==> config.mk <==
export PLATFORM = sky130hd
export DESIGN_NAME = lcd4_ctrl
export DESIGN_NICKNAME = d
export VERILOG_FILES = /design/src/rtl/lcd4_pkg.sv /design/src/rtl/lcd4_delay.sv /design/src/rtl/lcd4_wait_sel.sv /design/src/rtl/lcd4_ctrl.sv
export SDC_FILE = /design/constraint.sdc
export NUM_CORES = 1
export LEC_CHECK = 0
export BUFFER_PORTS_ARGS = -buffer_cell sky130_fd_sc_hd__buf_4
export CAP_MARGIN = 20
export CELL_PAD_IN_SITES_DETAIL_PLACEMENT = 0
export CELL_PAD_IN_SITES_GLOBAL_PLACEMENT = 1
export CORE_MARGIN = 2
export CORE_UTILIZATION = 40
export CTS_BUF_LIST = sky130_fd_sc_hd__clkbuf_2 sky130_fd_sc_hd__clkbuf_4 sky130_fd_sc_hd__clkbuf_8
export CTS_CLUSTER_SIZE = 14
export DETAILED_ROUTE_END_ITERATION = 10
export PLACE_DENSITY = 0.81
export SLEW_MARGIN = 0
export SYNTH_ARGS = -nofsm -noshare
export SYNTH_HDL_FRONTEND = slang
export SYNTH_SLANG_ARGS = --single-unit
==> constraint.sdc <==
create_clock -name clk -period 2.8 [get_ports clk]
set_input_delay 0.14 -clock clk [delete_from_list [all_inputs] [get_ports clk]]
set_output_delay 0.14 -clock clk [all_outputs]
set_load 0.03 [all_outputs]
==> src/rtl/lcd4_pkg.sv <==
// Shared types and constants for the nibble-bus display controller.
// Assumes the fixed power-up routine of four single nibbles and six
// configuration bytes.
package lcd4_pkg;

    typedef enum logic [2:0] {
        ST_PWRUP,   // initial settling wait
        ST_EN_HI,   // enable high, nibble on the bus
        ST_HOLD,    // post-nibble settle wait
        ST_IDLE     // ready for a request
    } lcd4_state_t;

    localparam int INIT_STEPS = 10;
    localparam int INIT_IDX_W = $clog2(INIT_STEPS);
    localparam int SINGLE_STEPS = 4;

    // Larger of two integers, used to size the delay counter.
    function automatic int max2(input int a, input int b);
        return (a > b) ? a : b;
    endfunction

    // Power-up routine item: {single-nibble flag, value}.
    function automatic logic [8:0] init_item(input logic [INIT_IDX_W-1:0] idx);
        case (idx)
            4'd0, 4'd1, 4'd2: init_item = {1'b1, 8'h03};
            4'd3:             init_item = {1'b1, 8'h02};
            4'd4:             init_item = {1'b0, 8'h28};
            4'd5:             init_item = {1'b0, 8'h08};
            4'd6:             init_item = {1'b0, 8'h01};
            4'd7:             init_item = {1'b0, 8'h06};
            4'd8:             init_item = {1'b0, 8'h0C};
            default:          init_item = {1'b0, 8'h01};
        endcase
    endfunction

endpackage

==> src/rtl/lcd4_delay.sv <==
// Single tick-gated down-counter shared by every wait of the controller.
// A load sets the count; each cycle with tick high lowers it by one; done
// is high while the count is zero. Assumes load values fit in W bits.
module lcd4_delay #(
    parameter int W       = 15,
    parameter int RST_VAL = 20000
) (
    input  logic         clk,
    input  logic         rst_n,
    input  logic         tick,
    input  logic         load,
    input  logic [W-1:0] load_val,
    output logic         done
);

    logic [W-1:0] cnt;

    // Reload on request, otherwise count down on ticks until zero.
    always_ff @(posedge clk) begin
        if (!rst_n)
            cnt <= W'(RST_VAL);
        else if (load)
            cnt <= load_val;
        else if (tick && cnt != '0)
            cnt <= cnt - 1'b1;
    end

    assign done = (cnt == '0);

    AST_DONE_STICKY: assert property (@(posedge clk) disable iff (!rst_n)
        done && !load |=> done);
    AST_NO_TICK_NO_MOVE: assert property (@(posedge clk) disable iff (!rst_n)
        !tick && !load |=> $stable(cnt));

endmodule

==> src/rtl/lcd4_wait_sel.sv <==
// Picks the settle wait that follows the nibble now being strobed.
// Power-up single nibbles use their staged waits; a command clear or home
// gets the long wait after its low nibble; all else the nibble wait.
module lcd4_wait_sel
    import lcd4_pkg::*;
#(
    parameter int W             = 15,
    parameter int INIT_LONG_US  = 4100,
    parameter int INIT_SHORT_US = 100,
    parameter int NIBBLE_US     = 40,
    parameter int CLRHOME_US    = 2000
) (
    input  logic                  single,
    input  logic [INIT_IDX_W-1:0] init_idx,
    input  logic                  phase_hi,
    input  logic [7:0]            byte_val,
    input  logic                  rs,
    output logic [W-1:0]          post_wait
);

    logic slow_cmd;

    // Clear (0x01) and home (0x02) commands need the long wait.
    assign slow_cmd = !rs && (byte_val == 8'h01 || byte_val == 8'h02);

    // Choose the wait length for the current nibble.
    always_comb begin
        if (single) begin
            case (init_idx)
                4'd0:    post_wait = W'(INIT_LONG_US);
                4'd1:    post_wait = W'(INIT_SHORT_US);
                default: post_wait = W'(NIBBLE_US);
            endcase
        end else if (!phase_hi && slow_cmd) begin
            post_wait = W'(CLRHOME_US);
        end else begin
            post_wait = W'(NIBBLE_US);
        end
    end

endmodule

==> src/rtl/lcd4_ctrl.sv <==
// Nibble-bus character display write controller (top).
// Runs the power-up routine, then writes requested bytes as two nibbles
// with per-nibble settle waits. Assumes tick_us pulses once per microsecond
// and EN_US >= 1. Never reads the display.
module lcd4_ctrl
    import lcd4_pkg::*;
#(
    parameter int PWRUP_US      = 20000,
    parameter int INIT_LONG_US  = 4100,
    parameter int INIT_SHORT_US = 100,
    parameter int NIBBLE_US     = 40,
    parameter int CLRHOME_US    = 2000,
    parameter int EN_US         = 1
) (
    input  logic       clk,
    input  logic       rst_n,
    input  logic       tick_us,
    input  logic       req_valid,
    output logic       req_ready,
    input  logic [7:0] req_data,
    input  logic       req_rs,
    output logic       lcd_rs,
    output logic       lcd_rw,
    output logic       lcd_en,
    output logic [3:0] lcd_db
);

    localparam int MAX_WAIT = max2(max2(max2(PWRUP_US, INIT_LONG_US), max2(INIT_SHORT_US, NIBBLE_US)),
                                   max2(CLRHOME_US, EN_US));
    localparam int CNT_W = $clog2(MAX_WAIT + 1);
    localparam logic [INIT_IDX_W-1:0] INIT_LAST = INIT_IDX_W'(INIT_STEPS - 1);

    lcd4_state_t           state;
    logic [7:0]            cur_byte;
    logic                  cur_rs;
    logic                  cur_single;
    logic                  phase_hi;
    logic                  in_init;
    logic [INIT_IDX_W-1:0] init_idx;
    logic                  en_q;
    logic                  rs_q;
    logic [3:0]            db_q;

    logic                  dly_load;
    logic [CNT_W-1:0]      dly_val;
    logic                  dly_done;
    logic [CNT_W-1:0]      post_wait;

    logic                  start_go;
    logic [7:0]            start_byte;
    logic                  start_rs;
    logic                  start_single;
    logic                  hold_next_lo;
    logic                  hold_next_init;
    logic [8:0]            item_first;
    logic [8:0]            item_next;

    assign item_first = init_item('0);
    assign item_next  = init_item(init_idx + 1'b1);

    lcd4_delay #(
        .W       (CNT_W),
        .RST_VAL (PWRUP_US)
    ) u_delay (
        .clk      (clk),
        .rst_n    (rst_n),
        .tick     (tick_us),
        .load     (dly_load),
        .load_val (dly_val),
        .done     (dly_done)
    );

    lcd4_wait_sel #(
        .W             (CNT_W),
        .INIT_LONG_US  (INIT_LONG_US),
        .INIT_SHORT_US (INIT_SHORT_US),
        .NIBBLE_US     (NIBBLE_US),
        .CLRHOME_US    (CLRHOME_US)
    ) u_wait_sel (
        .single    (cur_single),
        .init_idx  (init_idx),
        .phase_hi  (phase_hi),
        .byte_val  (cur_byte),
        .rs        (cur_rs),
        .post_wait (post_wait)
    );

    // Decide whether a new item starts this cycle and where it comes from.
    always_comb begin
        hold_next_lo   = (state == ST_HOLD) && dly_done && !cur_single && phase_hi;
        hold_next_init = (state == ST_HOLD) && dly_done && !hold_next_lo &&
                         in_init && (init_idx != INIT_LAST);
        start_go     = 1'b0;
        start_byte   = item_first[7:0];
        start_rs     = 1'b0;
        start_single = item_first[8];
        if (state == ST_PWRUP && dly_done) begin
            start_go = 1'b1;
        end else if (hold_next_init) begin
            start_go     = 1'b1;
            start_byte   = item_next[7:0];
            start_single = item_next[8];
        end else if (state == ST_IDLE && req_valid) begin
            start_go     = 1'b1;
            start_byte   = req_data;
            start_rs     = req_rs;
            start_single = 1'b0;
        end
    end

    // Delay counter reload: enable width on each rise, settle wait on each fall.
    always_comb begin
        dly_load = 1'b0;
        dly_val  = CNT_W'(EN_US);
        if (start_go || hold_next_lo) begin
            dly_load = 1'b1;
        end else if (state == ST_EN_HI && dly_done) begin
            dly_load = 1'b1;
            dly_val  = post_wait;
        end
    end

    // Sequencer: item start, nibble strobe, settle wait, routine stepping.
    always_ff @(posedge clk) begin
        if (!rst_n) begin
            state      <= ST_PWRUP;
            cur_byte   <= '0;
            cur_rs     <= 1'b0;
            cur_single <= 1'b0;
            phase_hi   <= 1'b1;
            in_init    <= 1'b1;
            init_idx   <= '0;
            en_q       <= 1'b0;
            rs_q       <= 1'b0;
            db_q       <= '0;
        end else if (start_go) begin
            if (hold_next_init)
                init_idx <= init_idx + 1'b1;
            cur_byte   <= start_byte;
            cur_rs     <= start_rs;
            cur_single <= start_single;
            phase_hi   <= 1'b1;
            rs_q       <= start_rs;
            db_q       <= start_single ? start_byte[3:0] : start_byte[7:4];
            en_q       <= 1'b1;
            state      <= ST_EN_HI;
        end else if (hold_next_lo) begin
            phase_hi <= 1'b0;
            db_q     <= cur_byte[3:0];
            en_q     <= 1'b1;
            state    <= ST_EN_HI;
        end else if (state == ST_EN_HI && dly_done) begin
            en_q  <= 1'b0;
            state <= ST_HOLD;
        end else if (state == ST_HOLD && dly_done) begin
            in_init <= 1'b0;
            state   <= ST_IDLE;
        end
    end

    assign req_ready = (state == ST_IDLE);
    assign lcd_en    = en_q;
    assign lcd_rs    = rs_q;
    assign lcd_db    = db_q;
    assign lcd_rw    = 1'b0;

    AST_FALL_STABLE: assert property (@(posedge clk) disable iff (!rst_n)
        $fell(lcd_en) |-> $stable(lcd_db) && $stable(lcd_rs));
    AST_BUS_MOVES_ON_RISE: assert property (@(posedge clk) disable iff (!rst_n)
        !$rose(lcd_en) |-> $stable(lcd_db) && $stable(lcd_rs));
    AST_EN_MIN_WIDTH: assert property (@(posedge clk) disable iff (!rst_n)
        $rose(lcd_en) |=> lcd_en);
    AST_READY_QUIET: assert property (@(posedge clk) disable iff (!rst_n)
        req_ready |-> !lcd_en);
    AST_ACCEPT_HIGH_NIBBLE: assert property (@(posedge clk) disable iff (!rst_n)
        req_valid && req_ready |=> lcd_en && lcd_db == $past(req_data[7:4]) &&
                                   lcd_rs == $past(req_rs));

endmodule

# Word level (Yosys, flattened, before mapping)
# Memories as Yosys holds them, arrays and structs flattened.
# Index checks and enable logic that the tools add are counted.
# Widths: inputs -> output; s select.
# totals
register_bits,38
romBits,96
inputBits,13
output_inout_bits,8
elab_cells,87
n_memories,1
# mem_list
name,depth,word_bits,read_ports,rd_ports_with_merged_regs,wr,line,source
(name not given),16,6,1,0,0,lcd4_pkg.sv:24,case (idx)
# classes
n_addsub,2
eq_ne,7
mux,31
bitwise,4
reduce_logical,31
# op_table
op,count
$mux 15,5
$pmux 13 s2,1
$mux 8,3
$mux 1,16
$logic_not 15->1,1
$reduce_bool 15->1,1
$sub 15x1->15 const B,1
$logic_and 1x1->1,12
$mux 4,3
$mux 11,1
$eq 8x1->1 const B,1
$eq 8x2->1 const B,1
$reduce_bool 2->1,3
$add 4x1->4 const B,1
$eq 2x2->1 const B,2
$eq 4x1->1 const B,1
$logic_not 1->1,4
$logic_not 4->1,1
$mux 2,2
$ne 4x4->1 const B,1
$not 1->1,4
$reduce_and 4->1,1
$reduce_bool 4->1,1
$logic_not 3->1,1
6 further kinds,7

# Logic depth before layout (Yosys ltp)
# logic_depth
ltp_word,13
depth_mapped,8
ltp_nobuf,7

# By module
# A second synthesis with hierarchy kept.
# unflattened
hier_cells,284
hier_area_um2,2397.3
# modules_own_cells
mod,n_inst,cells_each,area_each_um2,seq_area_each_um2
lcd4_ctrl,1,151,1366.3,460.4
lcd4_delay,1,113,872.1,300.3
lcd4_wait_sel,1,20,158.9,0.0

# Worst setup path after synthesis
# OpenSTA, ideal clock, no wires.
# synth_path
path_type,reg2reg
startpoint,register u_delay.cnt[0]
endpoint,register u_delay.cnt[7]
arrival_ps,2200
required_ps,2681
slack_ps,481
stages_incl_launch_ff,8
path_buffers,0
period_less_slack_ps,2319
cell_sequence,dfxtp_1 > inv_1 > ha_1 > or4b_4 > o41ai_4 > o21ai_4 > o22a_1 > o221a_1
# synth_via
elab_chain_len,13
# synth_lines
element,line,source
start: declaration,lcd4_delay.sv:16,logic [W-1:0] cnt;
start signal: assignment,lcd4_delay.sv:21,cnt <= W'(RST_VAL);
start signal: assignment,lcd4_delay.sv:23,cnt <= load_val;
start signal: assignment,lcd4_delay.sv:25,cnt <= cnt - 1'b1;
$logic_not 15->1,lcd4_delay.sv:28,assign done = (cnt == '0);
$logic_and 1x1->1,"lcd4_ctrl.sv:90, lcd4_ctrl.sv:91",
$logic_and 1x1->1 (2 in a row),lcd4_ctrl.sv:90,hold_next_lo = (state == ST_HOLD) && dly_done && !cur_single && phase_hi;
$logic_not 1->1,lcd4_ctrl.sv:91,hold_next_init = (state == ST_HOLD) && dly_done && !hold_next_lo &&
$logic_and 1x1->1 (2 in a row),lcd4_ctrl.sv:91,
$logic_and 1x1->1,lcd4_ctrl.sv:92,in_init && (init_idx != INIT_LAST);
$mux 1,lcd4_ctrl.sv:99,end else if (hold_next_init) begin
$mux 1,lcd4_ctrl.sv:97,if (state == ST_PWRUP && dly_done) begin
$logic_or 1x1->1,lcd4_ctrl.sv:115,if (start_go || hold_next_lo) begin
$mux 15 or $mux 1 (tied branches),lcd4_ctrl.sv:115,
$mux 15 or $reduce_bool 2->1 (tied branches),n/a,
# Several ways; a longest one is shown, not always the timed one. The select of a mux whose other input is x is not followed.
# A chain may end at the register's enable or synchronous reset.

# Worst setup path after layout
# layout_path
startpoint,register u_delay.cnt[0]
endpoint,register u_delay.cnt[5]
# The elaborated chain is that of the path after synthesis.

==> impl_metrics.json <==
{
  "status": "finished, final reports clean",
  "yosysSeqAreaShare_pct": 30.6,
  "core_area_um2": 5960,
  "slowest_stage": "or4b_4",
  "grt_max_degree": 30,
  "die_w_um": 82.9,
  "initial_core_util_pct": 41.8,
  "final_util_pct": 47.5,
  "worstSetupEndpointType": "flop",
  "rsz0062_at_grt": "false",
  "fin_tns_setup_ps": 0,
  "viasPerCell": 6.09,
  "max_freq_mhz": 428,
  "grt_pass1_vias": 2294,
  "post_cts_resized": 0,
  "port_buffers": 19,
  "antennaDiodeCount": 0,
  "synth_area_um2": 2490,
  "cts.sinks": 38,
  "grt_antenna_before_repair": 0,
  "wl_per_cell_um": 17.8,
  "reg2reg_slack_ps": 460,
  "overflow": 0,
  "die_area_um2": 6860,
  "drc": 0,
  "critPathRequiredTime_ps": 3020,
  "ys_types": 66,
  "die_y_um": 82.9,
  "worst_pin_slew_ps": 792,
  "start_kind": "flop",
  "drt-total-wl_um": 6970,
  "synth_xor_area_share_pct": 2.46,
  "fillers": 601,
  "fin_crit_sh_pct": 83.4,
  "synth_compound_gate_area_share_pct": 25.3,
  "cp_cell_sequence": "inv_1 -> ha_1 -> or4b_4 -> o41ai_4 -> buf_4 -> nor2_1 -> o311a_1 -> a211oi_2",
  "synthMuxAreaShare_pct": 2.46,
  "synthCells": 293,
  "criticalPathCategory": "flop to flop",
  "ff2ff_path_depth": 8,
  "hold_depth": 3,
  "layout-drive-gt1-share_pct": 18.9,
  "post-route-min-period_ps": 2340,
  "min_from": "req_rs",
  "peakVddDrop_v": 0.000248,
  "r2r_end": "u_delay.cnt[5]",
  "rows": 28,
  "track_usage_pct": 20.5,
  "setup_viol": 0,
  "cts_setup_buffers": 0,
  "nets": 337,
  "postCtsHoldBufs": 0,
  "ys_seq_elements": 38,
  "clkLatencyLatePin_ps": 300,
  "clk_pin_slew_ps": 80,
  "synthArstFlopShare_pct": 0,
  "cts_tree": "done",
  "ant_nets": 0,
  "skew_ps": 3.36,
  "vias": 2389,
  "power_density_nw_per_um2": 422,
  "synthSimpleGateAreaFrac_pct": 28.7,
  "finalHoldViolations": 0,
  "hold_class": "input pin to flop",
  "clockRootBuffer": "clkbuf_8",
  "yosysWarningCount": 0,
  "cts_max_level": 2,
  "grt_first_pass_wirelength_um": 11600,
  "reg2reg_from": "u_delay.cnt[0]",
  "synth_nets": 314,
  "finalMaxSlewViolations": 0,
  "power.leakage_nw": 1.12,
  "io_pins": 21,
  "syn2layout_area_growth_pct": 13.7,
  "synth-main-ff-cell": "dfxtp_1",
  "hold_end": "lcd_rs",
  "synth_edf_count": 0,
  "slew_headroom_pct": 47.0,
  "critPathMaxStageDelay_ps": 480,
  "syn_area_per_cell_um2": 8.49,
  "drt_iter0_drc": 191,
  "detailed_place_hpwl_um": 5090,
  "final_common_cell": "dfxtp_1",
  "synthAdderAreaFrac_pct": 4.02,
  "gp_congestion": 0.879,
  "numCtsBuffers": 5,
  "max-clock-path-buffers": 2,
  "cap_viol_max_count": 0,
  "critPathMaxFanout": 8,
  "synth_top_family_by_area": "simple AND/OR/NAND/NOR gates",
  "arrival_ps": 2560,
  "dr.pass1.iters": 5,
  "final_cell_mix": "dfxtp_1 (38), buf_4 (29), nand2_1 (25)"
}
[synth_stat cells (all sizes together) (5+ instances only)]
cell type  number  area, um^2
nand2          25        93.8
ha              8         100
nor3           18         106
mux2i           5        50.1
nand2b          5        33.8
inv            15        56.3
dfxtp          38         761
nor4            7        65.1
a21oi          12        60.1
and3            6        37.5
a211oi          6        50.1
o21a            9        67.6
clkbuf          6        32.5
nor2           19        71.3
o21ai          18         105
buf             8        67.6
nand4          10        81.3
nand3          10        50.1
[critical path: cells and delay by family (launching register included)]
family	cells	cell delay (ps)
AO/OA/AOI/OAI	3	900
adder cells (fa/ha/maj)	1	160
AND/OR/NAND/NOR	2	540
flip-flops	1	330
buffers and inverters	2	350
[routing by layer]
| layer | GRT usage [%] | part of all wire, % |
|---|---|---|
| met5 | 0 | 0 |
| met2 | 33.8 | 48 |
| met4 | 6.41 | 1.5 |
| met3 | 3.98 | 6.1 |
| met1 | 27.0 | 45 |
[flip-flops by register name, indices dropped and copies added, names as in the netlist, 2 cells and up]
signal,cells
cur_byte,8
state,2
init_idx,4
u_delay.cnt,15
lcd_db,4
[cells by family (layout without fill, tap and decap cells)]
| kind of cell | after synthesis | after routing |
|---|---|---|
| AND/OR/NAND/NOR | 121 | 121 |
| XOR/XNOR | 7 | 7 |
| other | 1 | 1 |
| AO/OA/AOI/OAI | 83 | 83 |
| multiplexers | 6 | 6 |
| flip-flops | 38 | 38 |
| buffers and inverters | 29 | 53 |
| adder cells (fa/ha/maj) | 8 | 8 |
[where the power goes]
group / leakage (nW) / switching (mW) / internal (mW) / total, mW
sequential: 0.308 / 0.0254 / 0.554 / 0.579
combinational: 0.755 / 0.0767 / 0.0611 / 0.138
clock: 0.0579 / 0.213 / 0.262 / 0.475
total: 1.12 / 0.315 / 0.877 / 1.19
[how the worst max path moves through the flow]
stage | startpoint | endpoint | cells after the start
final | u_delay.cnt[0] | u_delay.cnt[5] | 8
after global routing | u_delay.cnt[0] | u_delay.cnt[14] | 7
after CTS | u_delay.cnt[0] | u_delay.cnt[5] | 8
after detailed placement | u_delay.cnt[0] | u_delay.cnt[5] | 8
after global placement | u_delay.cnt[0] | u_delay.cnt[14] | 7
after floorplan | u_delay.cnt[0] | u_delay.cnt[7] | 7
[cell type report]
type | count | area, um^2 | area share (%)
multi-input combinational | 226 | 1570 | 55.5
sequential | 38 | 761 | 26.9
timing repair buffer | 30 | 238 | 8.41
tap | 75 | 93.8 | 3.32
clock buffer | 5 | 68.8 | 2.43
inverter | 15 | 56.3 | 1.99
clock inverter | 3 | 40.0 | 1.42
[through the flow]
step	hold slack, ps	setup WS (ps)	total power, mW	instance area (um^2)	instances
2_1_floorplan	273	481	0.684	2490	293
3_3_place_gp	371	516	0.726	2720	384
3_5_place_dp	375	494	0.727	2720	384
4_1_cts	66.1	463	1.20	2830	392
5_1_grt	116	326	1.24	2830	392
6_report	65.6	464	1.19	2830	392
(Power assumes the default switching activity.)
